<file path="src/rtl/fold_recon_pkg.sv">
package fold_recon_pkg;

  // Unfold one triangle-folded sample.
  // Even leg: completed spans plus the rise on the current leg.
  // Odd leg: the span above minus the fall on the current leg.
  function automatic logic [63:0] unfold_code(input logic [63:0] bounces,
                                              input logic [63:0] resid,
                                              input logic [63:0] span);
    logic [63:0] legs_up;
    if (bounces[0]) begin
      legs_up = bounces + 64'd1;
      return span * legs_up - resid;
    end
    return span * bounces + resid;
  endfunction

  // Limit a residual to the span.
  function automatic logic [63:0] limit_code(input logic [63:0] resid,
                                             input logic [63:0] span);
    return (resid > span) ? span : resid;
  endfunction

  // Largest code the output must hold.
  function automatic logic [63:0] full_scale(input int unsigned cnt_w,
                                             input int unsigned span);
    return 64'(span) * ((64'd1 << cnt_w) + 64'd1);
  endfunction

endpackage

</file>
<file path="src/rtl/fold_resid_clamp.sv">
module fold_resid_clamp #(
  parameter int unsigned RES_W   = 12,
  parameter int unsigned DV_CODE = 2000
) (
  input  logic [RES_W-1:0] resid_raw,
  output logic [RES_W-1:0] resid_lim,
  output logic             resid_over
);
  import fold_recon_pkg::*;

  localparam logic [RES_W-1:0] SPAN_R = RES_W'(DV_CODE);

  logic [63:0] lim_wide;

  assign resid_over = (resid_raw > SPAN_R);
  assign lim_wide   = limit_code(64'(resid_raw), 64'(SPAN_R));
  assign resid_lim  = RES_W'(lim_wide);
endmodule

</file>
<file path="src/rtl/fold_unfold.sv">
module fold_unfold #(
  parameter int unsigned CNT_W   = 8,
  parameter int unsigned RES_W   = 12,
  parameter int unsigned OUT_W   = 19,
  parameter int unsigned DV_CODE = 2000
) (
  input  logic [CNT_W-1:0] bounces,
  input  logic             sat_flag,
  input  logic [RES_W-1:0] resid,
  output logic [OUT_W-1:0] value,
  output logic             odd_leg
);
  import fold_recon_pkg::*;

  localparam logic [63:0] FULL64 = full_scale(CNT_W, DV_CODE);
  localparam logic [OUT_W-1:0] FULL_CODE = OUT_W'(FULL64);

  logic [63:0]      unfold_wide;
  logic [OUT_W-1:0] unfold_val;

  assign odd_leg     = bounces[0];
  assign unfold_wide = unfold_code(64'(bounces), 64'(resid), 64'(DV_CODE));
  assign unfold_val  = OUT_W'(unfold_wide);
  assign value       = sat_flag ? FULL_CODE : unfold_val;
endmodule

</file>
<file path="src/rtl/fold_result_reg.sv">
module fold_result_reg #(
  parameter int unsigned OUT_W = 19
) (
  input  logic             clk,
  input  logic             rst_n,
  input  logic             load,
  input  logic [OUT_W-1:0] value_d,
  input  logic             sat_d,
  output logic             vld_q,
  output logic [OUT_W-1:0] value_q,
  output logic             sat_q
);
  always_ff @(posedge clk) begin
    if (!rst_n) begin
      vld_q   <= 1'b0;
      value_q <= '0;
      sat_q   <= 1'b0;
    end else begin
      vld_q <= load;
      if (load) begin
        value_q <= value_d;
        sat_q   <= sat_d;
      end
    end
  end
endmodule

</file>
<file path="src/rtl/fold_recon.sv">
module fold_recon #(
  parameter int unsigned CNT_W   = 8,
  parameter int unsigned RES_W   = 12,
  parameter int unsigned DV_CODE = 2000,
  parameter int unsigned OUT_W   =
    $clog2(DV_CODE * ((1 << CNT_W) + 1) + 1)
) (
  input  logic             clk,
  input  logic             rst_n,
  input  logic             in_vld,
  input  logic [CNT_W-1:0] in_bounce,
  input  logic             in_max,
  input  logic [RES_W-1:0] in_resid,
  output logic             out_vld,
  output logic [OUT_W-1:0] out_value,
  output logic             out_sat
);
  // Internal events brought out as named wires for the checker.
  logic [RES_W-1:0] resid_lim;
  logic             resid_over;
  logic             odd_leg;
  logic [OUT_W-1:0] value_next;

  fold_resid_clamp #(
    .RES_W  (RES_W),
    .DV_CODE(DV_CODE)
  ) u_clamp (
    .resid_raw (in_resid),
    .resid_lim (resid_lim),
    .resid_over(resid_over)
  );

  fold_unfold #(
    .CNT_W  (CNT_W),
    .RES_W  (RES_W),
    .OUT_W  (OUT_W),
    .DV_CODE(DV_CODE)
  ) u_unfold (
    .bounces (in_bounce),
    .sat_flag(in_max),
    .resid   (resid_lim),
    .value   (value_next),
    .odd_leg (odd_leg)
  );

  fold_result_reg #(
    .OUT_W(OUT_W)
  ) u_reg (
    .clk    (clk),
    .rst_n  (rst_n),
    .load   (in_vld),
    .value_d(value_next),
    .sat_d  (in_max),
    .vld_q  (out_vld),
    .value_q(out_value),
    .sat_q  (out_sat)
  );
endmodule

</file>
<file path="config.mk">
export PLATFORM = sky130hd
export DESIGN_NAME = fold_recon
export DESIGN_NICKNAME = d
export VERILOG_FILES = /design/src/rtl/fold_recon_pkg.sv /design/src/rtl/fold_resid_clamp.sv /design/src/rtl/fold_unfold.sv /design/src/rtl/fold_result_reg.sv /design/src/rtl/fold_recon.sv
export SDC_FILE = /design/constraint.sdc
export NUM_CORES = 1
export LEC_CHECK = 0
export BUFFER_PORTS_ARGS = -buffer_cell sky130_fd_sc_hd__buf_2
export CAP_MARGIN = 20
export CORE_MARGIN = 2
export CORE_UTILIZATION = 57
export CTS_BUF_LIST = sky130_fd_sc_hd__clkbuf_16
export DETAILED_ROUTE_END_ITERATION = 6
export PLACE_DENSITY = 0.86
export SYNTH_ARGS = -nofsm -noshare
export SYNTH_HDL_FRONTEND = slang
export SYNTH_SLANG_ARGS = --single-unit
</file>
<file path="constraint.sdc">
create_clock -name clk -period 5.8 [get_ports clk]
set_clock_uncertainty 0.2 [all_clocks]
set_input_delay 0.58 -clock clk [delete_from_list [all_inputs] [get_ports clk]]
set_output_delay 0.58 -clock clk [all_outputs]
set_load 0.005 [all_outputs]
</file>
Yosys cells after proc, flatten, opt, wreduce, memory -nomap -nowiden
Index checks and enable logic that the tools add are counted.
Storage, ports and cells
  logic and storage cells: 14
  output and inout bits: 21
  bits in latches: 0
  bits in read-only memories: 0
  memories: 0
  register bits after elaboration: 21
  input bits: 24
  bits in writable memories: 0
Operators by class
  shifts and indexed selects: 0
  order comparisons: 1
  add/subtract/negate cells: 3
  reductions and logical operators: 0
  bitwise logic cells: 0
  equal/unequal tests: 0
  muxes and demuxes: 5
  multipliers: 2
  divide/modulo/power cells: 0
Operators with widths (number)
  $mux W19: 3
  $add A19 B12 Y19: 1
  $sub A19 B12 Y19: 1
  $mul A7 B8 Y15 const A: 1
  $mul A7 B9 Y15 const A: 1
  $gt A12 B11 Y1 const B: 1
  $mux W12: 1
  $add A8 B1 Y9 const B: 1
  $mux W1: 1

Logic depth before layout (Yosys ltp)
  depth in word-level cells: 6
  mapped depth: 21
  depth with buffers taken out: 21

Cells and area by module
A second synthesis with hierarchy kept.
Unflattened totals
  cells, all modules: 593
  area total of the unflattened synthesis: 5152.4 sq um
By module, submodules not included
  fold_unfold: cells an instance 506, instances 1, area each 4196.5 sq um, sequential area each 0.0 sq um
  fold_result_reg: cells an instance 67, instances 1, area each 810.8 sq um, sequential area each 420.4 sq um
  fold_resid_clamp: cells an instance 20, instances 1, area each 145.1 sq um, sequential area each 0.0 sq um

Worst setup path before layout
Ideal clock, no wire load.
  path kind: input port to flip-flop
  start: in in_bounce[1]
  end: reg u_reg.value_q[17]
  data arrival time: 5.249 ns
  required time: 5.505 ns
  buffers on the path: 0
  stages: 18
  library setup time: 0.095 ns
  setup slack: 0.255 ns
  cells stage by stage: ha_1 -> nand2_1 -> xnor2_1 -> inv_1 -> fa_1 -> fa_1 -> fa_1 -> fa_1 -> inv_1 -> ha_1 -> and2_1 -> a31oi_1 -> and3_1 -> o311ai_0 -> xor2_1 -> nor4b_1 -> xnor2_1 -> a221oi_1
Between the ends
  cells in the longest elaborated chain, start to end: 6
  elaborated cells on any way between the ends: 8
RTL lines
  start, declared: line fold_recon.sv:11  | input logic [CNT_W-1:0] in_bounce,
  $add A8 B1 Y9: line fold_recon_pkg.sv:11  | legs_up = bounces + 64'd1;
  $mul A7 B9 Y15: line fold_recon_pkg.sv:12  | return span * legs_up - resid;
  $sub A19 B12 Y19: line fold_recon_pkg.sv:12
  $mux W19: line fold_recon_pkg.sv:10  | if (bounces[0]) begin
  $mux W19 *: line fold_recon_pkg.sv:14  | return span * bounces + resid;
  $mux W19 *: line fold_unfold.sv:24  | assign value = sat_flag ? FULL_CODE : unfold_val;
  end signal, assigned: line fold_result_reg.sv:21  | value_q <= value_d;
  end, declared: line fold_result_reg.sv:10  | output logic [OUT_W-1:0] value_q,
Mark *: on every way between the ends. The rest lies on a longest branch, timed or not. The select of a mux whose other input is x is not followed.
A chain may end at the register's enable or synchronous reset.

Worst setup path in the final report
  start: in in_bounce[1]
  end: reg u_reg.value_q[16]
Same word-level chain as after synthesis.

==> reports/results.ini <==
[status]
status = finished clean

[job]
maxCapViolations = 0

[pwr]
power_leakage_nw = 2.94
power.density_mw_per_mm2 = 585
ir_worst_vdd_mv = 0.507
power_mw = 3.40

[final_layout]
drive_gt1_share_pct = 15.9
antenna_cells = 0
fillers = 711
nets = 837
area_delta_synth_final_pct = 14.1

[sta]
worst_slack_ps = 210
max_freq_mhz = 179
layout_min_cycle_time_ps = 5590
tns_ps = 0
setup_viol = 0
worst_pin_slew_ps = 683
maxSlewViolCount = 0
max_slew_margin_pct = 54.0
hold_violations = 0
period_share_pct = 96.4
finalHoldWorstSlack_ps = 279

[synth]
yosys-top-cells-count = ha_1, inv_1, xnor2_1, fa_1, o21ai_0
synth_ff_type = dfxtp_1
ys_ff_latch = 21
yosysMostFrequentCell = ha_1
synthAdderAreaFrac_pct = 39.1
synthSimpleGateAreaFrac_pct = 15.2
synth_area_mm2 = 0.00509
synth_top_area_cell = ha_1
synth_compound_area_share_pct = 19.1
synth_top_area_share_pct = 22.6
synth_mux_area_share_pct = 1.18
synthCells = 602
ys.warnings.count = 0
synth_nets = 760
synth_top_family_by_area = adder cells
synth-edff-count = 0
synth_top_cells_by_area = ha_1, fa_1, dfxtp_1
synth-xor-area-share_pct = 9.97
synthDistinctLibCells = 66
ys_seq_area_share_pct = 8.25
async_reset_ff_share_pct = 0
avgSynthCellArea_um2 = 8.46

[route]
wl_per_cell_um = 16.5
wl_um = 13000
first_pass_iters = 6
drt_iter0_drc = 332
drcViolationCount = 0
vias_per_cell = 6.01
postRouteAntennaNets = 0
vias = 4726

[worst_hold_path]
hold_depth = 2
min_from = u_reg.value_q[6]
min-delay-path-class = register to register
min_to = u_reg.value_q[6]

[clocking]
insertion_delay_ps = 250
cts_hold_buf = 0
cts_root_buffer = clkbuf_16
clock_path_buffers = 2
htreeDepth = 1
cts_tree = yes
cts.sinks = 21
clkTransAtPathRegs_ps = 60
cts_made_buffers = 3

[global_route]
grt_overflow = 0
grt_max_degree = 24
first_global_vias = 4847
grt_pass1_wl_um = 22300
grt.total_usage_pct = 27.5
antenna_found_initial = 0

[critical_path]
critPathLaunchType = primary input
r2r-start = u_reg.value_q[15]
critPathTopFamily = adder cells
cp-end-kind = register
crit_fanout = 9
path_cells = buf_2, buf_12, ha_1, xnor2_1, fa_1, fa_1, fa_1, fa_1, inv_1, ha_1, and2_1, o21ai_1, nand4_1, a211oi_2, o21ai_1, buf_4, or3_1, and3_1, a211oi_2
reg2reg_to = u_reg.value_q[15]
path_class = primary input to register
critPathSlowestCell = fa_1
crit_path_start = in_bounce[1]
worst_path_most_repeated_cell = fa_1
worst-path-buf-inv = 4
crit_arrival_ps = 5570
crit_required_ps = 5780
critical_path.max_stage_delay_ps = 550
r2r_cells = 6
rrSetupSlack_ps = 4410

[floorplan]
initial_core_util_pct = 58.7
die_h_um = 98.5
fp-row-count = 34
fp.dieW_um = 98.5
die-area_mm2 = 0.00971
ioPinCount = 45
coreArea_mm2 = 0.00868

[placed_design]
hpwl_um = 10800
place_congestion = 0.968
io_buffer_count = 44
post-place-ws_ps = -184

-- layout by cell type, fill, tap and decap left out, types with 6 or more instances in the layout --
cell type / netlist / final
ha_1: 92 / 91
inv_1: 89 / 89
buf_2: 0 / 44
xnor2_1: 44 / 42
fa_1: 42 / 42
o21ai_0: 38 / 37
buf_4: 0 / 33
nand2_1: 27 / 27
a21oi_1: 28 / 27
nor2_1: 25 / 25
dfxtp_1: 21 / 21
nand3_1: 14 / 14
xor2_1: 14 / 13
a21o_1: 12 / 12
nor3_1: 12 / 12
nor2b_1: 10 / 10
nand2b_1: 9 / 9
o21a_1: 9 / 9
or2_2: 8 / 8
and2_1: 8 / 8
nand4_1: 7 / 7
and3_1: 6 / 6
mux2i_1: 6 / 6
-- metal layers --
metal	part of all wire (%)	vias to the layer above	track usage, %
li1	-	2244	-
met1	42	2259	35.7
met2	49	178	48.9
met3	5.6	45	2.20
met4	2.9	0	8.32
met5	0	-	0
-- cell type report --
cell class / count / area, um^2 / area share (%)
clock buffers: 3 / 75.1 / 1.29
clock inverters: 1 / 5.00 / 0.0861
inverters: 90 / 338 / 5.81
multi-input cells: 485 / 4350 / 74.9
flip-flops and latches: 21 / 420 / 7.23
well taps: 108 / 135 / 2.32
repair buffers: 78 / 488 / 8.39
-- flip-flops by register name (all words and copies together) (netlist names) --
register       flops
u_reg.value_q     19
u_reg.sat_q        1
u_reg.vld_q        1
-- power breakdown --
part / switching, mW / internal [mW] / total [mW]
combinational: 1.74 / 1.33 / 3.07
clock: 0.0561 / 0.0927 / 0.149
sequential: 0.0135 / 0.172 / 0.185
total: 1.81 / 1.60 / 3.40
-- tightest hold or removal path: stages, from the launching register on --
cell	delay, ps
dfxtp_1	310
nand2_1	60
a21boi_0	60
-- timing repair --
item | CTS | global route
endpoints found under the setup margin | 0 | 7
gates resized for setup | 0 | 9
buffers inserted | 0 | 1
-- cell families (layout without fill, tap and decap cells) --
group,after synthesis,count (layout)
and+or+nand+nor,145,145
AOI/OAI and AO/OA,140,140
adders and majority gates,134,134
buffers and inverters,96,172
xor gates and xnor gates,58,58
DFF,21,21
muxes,6,6
other,2,2
-- how the worst max path moves through the flow --
stage | end | slack (ps) | depth (start not counted)
floorplan | u_reg.value_q[17] | 260 | 18
global placement | u_reg.value_q[16] | 30 | 21
detailed placement | u_reg.value_q[16] | -180 | 20
CTS | u_reg.value_q[16] | 60 | 21
global route | u_reg.value_q[16] | -80 | 20
finish | u_reg.value_q[16] | 210 | 19
-- per-stage QoR --
step | cell area [um^2] | std cells | util (%)
detailed placement | 5690 | 781 | 65.5
floorplan | 5090 | 602 | -
finish | 5820 | 786 | 67.0
global placement | 5690 | 781 | 65.5
global route | 5820 | 786 | 67.0
CTS | 5770 | 785 | 66.5
Note: power is estimated with default switching activity, not from simulation.
